**src/rtl/rxf_pkg.sv**
```systemverilog
package rxf_pkg;

    // Control state kept by the top level
    typedef struct packed {
        logic char_q;   // mode seen in the previous cycle
        logic ovr;      // sticky dropped-write flag
    } rxf_ctl_t;

    localparam rxf_ctl_t RXF_CTL_RST = '{char_q: 1'b0, ovr: 1'b0};

endpackage

```
**src/rtl/rxf_store.sv**
```systemverilog
module rxf_store #(
    parameter int W     = 32,
    parameter int DEPTH = 8,
    localparam int AW   = (DEPTH > 1) ? $clog2(DEPTH) : 1,
    localparam int LW   = $clog2(DEPTH + 1)
) (
    input  logic          clk,
    input  logic          rst_n,
    input  logic          push,
    input  logic          pop,
    input  logic          flush,
    input  logic [W-1:0]  wdata,
    output logic [W-1:0]  rdata,
    output logic [LW-1:0] level,
    output logic          empty_next
);

    typedef struct packed {
        logic [DEPTH-1:0][W-1:0] mem;
        logic [AW-1:0]           wp;
        logic [AW-1:0]           rp;
        logic [LW-1:0]           lvl;
    } st_t;

    st_t st_d, st_q;

    function automatic logic [AW-1:0] ptr_next(input logic [AW-1:0] p);
        return (p == AW'(DEPTH - 1)) ? '0 : p + 1'b1;
    endfunction

    always_comb begin
        st_d = st_q;
        if (flush) begin
            st_d.wp  = '0;
            st_d.rp  = '0;
            st_d.lvl = '0;
        end else begin
            if (push) begin
                st_d.mem[st_q.wp] = wdata;
                st_d.wp           = ptr_next(st_q.wp);
            end
            if (pop) begin
                st_d.rp = ptr_next(st_q.rp);
            end
            st_d.lvl = st_q.lvl + LW'(push) - LW'(pop);
        end
    end

    always_ff @(posedge clk or negedge rst_n) begin
        if (!rst_n) begin
            st_q <= '0;
        end else begin
            st_q <= st_d;
        end
    end

    assign rdata      = st_q.mem[st_q.rp];
    assign level      = st_q.lvl;
    assign empty_next = (st_d.lvl == '0);

endmodule

```
**src/rtl/rxf_frame_timer.sv**
```systemverilog
module rxf_frame_timer #(
    parameter int CW = 12
) (
    input  logic          clk,
    input  logic          rst_n,
    input  logic          sync,
    input  logic [CW-1:0] limit,
    input  logic          limit_wr,
    input  logic          word_in,
    input  logic          going_empty,
    output logic          irq
);

    typedef struct packed {
        logic [CW-1:0] cnt;
        logic          irq;
    } tmr_t;

    tmr_t tm_d, tm_q;
    logic [CW:0] cnt_inc;

    assign cnt_inc = {1'b0, tm_q.cnt} + 1'b1;

    always_comb begin
        tm_d = tm_q;
        if (going_empty || limit_wr) begin
            tm_d.cnt = '0;
            tm_d.irq = 1'b0;
        end else if (word_in) begin
            tm_d.cnt = '0;
        end else if (sync && (limit != '0) && !tm_q.irq) begin
            if (cnt_inc >= {1'b0, limit}) begin
                tm_d.irq = 1'b1;
                tm_d.cnt = '0;
            end else begin
                tm_d.cnt = cnt_inc[CW-1:0];
            end
        end
    end

    always_ff @(posedge clk or negedge rst_n) begin
        if (!rst_n) begin
            tm_q <= '0;
        end else begin
            tm_q <= tm_d;
        end
    end

    assign irq = tm_q.irq;

endmodule

```
**src/rtl/rx_frame_fifo.sv**
```systemverilog
module rx_frame_fifo #(
    parameter int DATA_W = 32,
    parameter int DEPTH  = 8,
    parameter int TMO_W  = 12
) (
    input  logic              clk,
    input  logic              rst_n,
    input  logic              wr_en,
    input  logic [DATA_W-1:0] wr_data,
    input  logic              rd_en,
    output logic [DATA_W-1:0] rd_data,
    input  logic              frame_sync,
    input  logic [TMO_W-1:0]  tmo_limit,
    input  logic              tmo_wr,
    input  logic              char_mode,
    output logic              empty,
    output logic              full,
    output logic              overrun,
    output logic              tmo_irq
);
    import rxf_pkg::*;

    localparam int LW = $clog2(DEPTH + 1);

    rxf_ctl_t      ctl_d, ctl_q;
    logic [LW-1:0] level;
    logic [LW-1:0] cap;
    logic          mode_flip;
    logic          room;
    logic          push;
    logic          pop;
    logic          going_empty;

    assign mode_flip = (char_mode != ctl_q.char_q);
    assign cap       = ctl_q.char_q ? LW'(1) : LW'(DEPTH);
    assign room      = (level < cap);
    assign push      = !mode_flip && wr_en && room;
    assign pop       = !mode_flip && rd_en && (level != '0);

    always_comb begin
        ctl_d        = ctl_q;
        ctl_d.char_q = char_mode;
        if (mode_flip) begin
            ctl_d.ovr = 1'b0;
        end else if (wr_en && !room) begin
            ctl_d.ovr = 1'b1;
        end
    end

    always_ff @(posedge clk or negedge rst_n) begin
        if (!rst_n) begin
            ctl_q <= RXF_CTL_RST;
        end else begin
            ctl_q <= ctl_d;
        end
    end

    rxf_store #(.W(DATA_W), .DEPTH(DEPTH)) u_store (
        .clk        (clk),
        .rst_n      (rst_n),
        .push       (push),
        .pop        (pop),
        .flush      (mode_flip),
        .wdata      (wr_data),
        .rdata      (rd_data),
        .level      (level),
        .empty_next (going_empty)
    );

    rxf_frame_timer #(.CW(TMO_W)) u_timer (
        .clk         (clk),
        .rst_n       (rst_n),
        .sync        (frame_sync),
        .limit       (tmo_limit),
        .limit_wr    (tmo_wr),
        .word_in     (push),
        .going_empty (going_empty),
        .irq         (tmo_irq)
    );

    assign empty   = (level == '0);
    assign full    = (level == cap);
    assign overrun = ctl_q.ovr;

endmodule

```
**config.mk**
```make
export PLATFORM = sky130hd
export DESIGN_NAME = rx_frame_fifo
export DESIGN_NICKNAME = d
export VERILOG_FILES = /design/src/rtl/rxf_pkg.sv /design/src/rtl/rxf_store.sv /design/src/rtl/rxf_frame_timer.sv /design/src/rtl/rx_frame_fifo.sv
export SDC_FILE = /design/constraint.sdc
export NUM_CORES = 1
export LEC_CHECK = 0
export BUFFER_PORTS_ARGS = -buffer_cell sky130_fd_sc_hd__buf_2
export CAP_MARGIN = 10
export CORE_AREA = 2 2 159 161
export DETAILED_ROUTE_END_ITERATION = 6
export DIE_AREA = 0 0 161 163
export PLACE_DENSITY = 0.76
export SLEW_MARGIN = 20
export SYNTH_ARGS = -nofsm -noshare
export SYNTH_HDL_FRONTEND = slang
export SYNTH_SLANG_ARGS = --single-unit
```
**constraint.sdc**
```tcl
create_clock -name clk -period 3.7 [get_ports clk]
set_clock_uncertainty 0.15 [all_clocks]
set_input_delay 0.37 -clock clk [delete_from_list [all_inputs] [get_ports clk]]
set_output_delay 0.37 -clock clk [all_outputs]
set_load 0.01 [all_outputs]
```
==> impl_metrics.env <==
export IMPL_status="finished, final reports clean"
export IMPL_use_met1=0.285
export IMPL_cts_tree="done"
export IMPL_fin_ws_ns=0.350
export IMPL_antenna_found_initial=0
export IMPL_hp_class="in -> reg"
export IMPL_slowest_delay_ns=0.42
export IMPL_critPathRequiredTime_ns=3.97
export IMPL_total_power_mw=9.72
export IMPL_async_flop_share=1.00
export IMPL_drt_iter0_drc=484
export IMPL_period_needed_ns=3.35
export IMPL_synth_warnings=0
export IMPL_synth_edff_count=0
export IMPL_cp_end_kind="register"
export IMPL_cts_root_buf="clkbuf_16"
export IMPL_cts_made_buffers=30
export IMPL_maxSlewViolCount=0
export IMPL_cts_htree_levels=1
export IMPL_grt_util_met3=0.0270
export IMPL_cp_top_family="adder cells"
export IMPL_grt_remaining_overflow=0
export IMPL_die_y_um=163
export IMPL_die_x_um=161
export IMPL_power_density_nw_per_um2=625
export IMPL_final_layout_size_suffix_gt1_frac=0.482
export IMPL_grt_util_all_layers=0.210
export IMPL_nets=1082
export IMPL_io_buffer_count=86
export IMPL_holdWs_ns=0.0175
export IMPL_criticalPathCategory="reg -> reg"
export IMPL_setup_viol=0
export IMPL_syn_area_per_cell_sq_um=15.1
export IMPL_grt_max_degree=101
export IMPL_worst_pin_slew_ns=1.07
export IMPL_syn_area_sq_um=13300
export IMPL_coreArea_sq_um=24700
export IMPL_wirelength_um=26700
export IMPL_clkTransAtPathRegs_ns=0.06
export IMPL_gp_congestion=0.819
export IMPL_fp_row_count=58
export IMPL_place_ws_ns=0.382
export IMPL_grt_setup_unrepaired="false"
export IMPL_post_cts_resized=0
export IMPL_clk_latency_ns=0.54
export IMPL_tns_ns=0
export IMPL_layout_common_cells="278 x dfrtp_1, 265 x mux2_2, 85 x buf_2"
export IMPL_max_cap_viol_count=0
export IMPL_critPathMostFrequentCell="inv_1"
export IMPL_via_per_inst=5.73
export IMPL_final_common_cell="dfrtp_1"
export IMPL_dr_pass1_iters=4
export IMPL_busiest_layer="met2"
export IMPL_post_drt_wl_per_cell_um=19.6
export IMPL_post_cts_buffers=0
export IMPL_synthTopCellsByArea="dfrtp_1 53%, mux2_2 23%, mux4_2 11%"
export IMPL_dieArea_sq_um=26200
export IMPL_relSlewSlack=0.286
export IMPL_cp_max_fo=13
export IMPL_worstPathCellList="inv_1 -> ha_1 -> or3b_1 -> a21oi_4 -> nand2_2 -> inv_1 -> ha_1 -> fa_1 -> inv_1 -> and3_1 -> a21oi_1 -> buf_4 -> a41oi_1 -> mux2i_1"
export IMPL_critPathBufInv=4
export IMPL_cts_buffer_depth=3
export IMPL_synth_top_area_cell="dfrtp_1"
export IMPL_initial_utilization=0.537
export IMPL_yosysUniqueCellTypes=44
export IMPL_yosysSeqAreaShare=0.530
export IMPL_postRouteAntennaNets=0
export IMPL_drc_errors=0
export IMPL_io_pins=87
export IMPL_synthCells=880
export IMPL_fin_crit_sh=0.905
export IMPL_dp_cells=1269
export IMPL_cp_arrival_ns=3.62
export IMPL_crit_slowest_cell="or3b_1"
export IMPL_power_leakage_nw=7.40
export IMPL_irDropWorstVdd_mv=0.428
export IMPL_start_kind="register"
export IMPL_use_met2=0.360
export IMPL_hpwl_um=15800
export IMPL_final_hold_viol_count=0
export IMPL_diodes=0
export IMPL_yosys_area_top_type_share=0.530
export IMPL_syn_nets=956
export IMPL_vias=7790
export IMPL_area_growth_syn_to_layout_pct=17.2
export IMPL_grt_first_pass_wirelength_um=43500
export IMPL_max_clock_freq_ghz=0.299
export IMPL_clkSinkCount=281
export IMPL_grt_pass1_vias=8158
export IMPL_synthFlopType="dfrtp_1"
export IMPL_instances_no_fill=1359
export IMPL_ys_ff_latch=281
==> per-layer routing <==
metal,vias to the layer above,part of all wire
li1,3529,-
met5,-,0
met3,48,0.037
met2,143,0.50
met1,4070,0.44
met4,0,0.022
==> sequential cells by signal (all words and copies together), names as in the netlist <==
register / count
ctl_q: 1
overrun: 1
u_store.level: 4
u_store.st_q: 262
u_timer.irq: 1
u_timer.tm_q: 12
==> area by class of cell <==
class,instances,area (sq um)
Sequential cell,281,7040
Inverter,25,93.8
Clock inverter,10,168
Clock buffer,45,847
Multi-Input combinational cell,525,5920
Tap cell,330,413
Fill cell,1851,9140
Timing Repair Buffer,143,1060
==> synth_stat cells (3+ instances only) <==
| cell | count |
|---|---|
| nor2_1 | 20 |
| a21oi_1 | 11 |
| nand4_1 | 12 |
| ha_1 | 24 |
| o211ai_1 | 3 |
| nor3_1 | 3 |
| mux4_2 | 64 |
| buf_1 | 4 |
| inv_1 | 25 |
| dfrtp_1 | 281 |
| nand2_1 | 31 |
| xnor2_1 | 8 |
| nand2b_1 | 4 |
| nor4_1 | 4 |
| buf_2 | 22 |
| xor2_1 | 4 |
| a21o_1 | 3 |
| clkbuf_1 | 17 |
| mux2i_1 | 5 |
| o21ai_0 | 5 |
| buf_4 | 6 |
| nand3_1 | 8 |
| mux2_2 | 265 |
| mux2_1 | 23 |
==> worst paths after layout <==
path	start	endpoint	slack [ns]	cells past startpoint
max	u_store.level[0]$_DFF_PN0_	u_timer.tm_q[3]$_DFFE_PN0P_	0.35	14
min	wr_data[10]	u_store.st_q[244]$_DFFE_PN0P_	0.02	2
max reg2reg	u_store.level[0]$_DFF_PN0_	u_timer.tm_q[3]$_DFFE_PN0P_	0.35	14
min reg2reg	u_store.st_q[218]$_DFFE_PN0P_	u_store.st_q[218]$_DFFE_PN0P_	0.33	1
max in group asynchronous	rst_n	u_timer.tm_q[3]$_DFFE_PN0P_	2.16	3
min in group asynchronous	rst_n	u_store.st_q[36]$_DFFE_PN0P_	0.30	2
==> per-stage QoR <==
step                utilization  cell area [sq um]
floorplan                     -              13300
global placement          0.574              14200
detailed placement        0.574              14200
CTS                       0.630              15500
global route              0.630              15500
finish                    0.630              15500
==> power by group <==
| part | switching, mW | leakage (nW) | internal, mW |
|---|---|---|---|
| logic | 1.16 | 3.13 | 1.54 |
| clock network | 1.18 | 0.491 | 1.86 |
| registers | 0.354 | 3.78 | 3.63 |
| total | 2.69 | 7.40 | 7.03 |
==> kinds of logic after synthesis <==
group,count (synthesis),synth area share
compound gates,32,0.0162
xor+xnor,12,0.00793
fa+ha+maj,25,0.0242
buf+inv,74,0.0247
flops,281,0.530
mux,357,0.357
simple gates,99,0.0393
==> repair_timing <==
| action | 4_1_cts | 5_1_grt |
|---|---|---|
| endpoints found under the setup margin | 0 | 0 |
| hold endpoints to repair | 313 | 0 |
| hold buffers | 35 | 0 |
No activity file was read; power rests on OpenSTA's default activity.
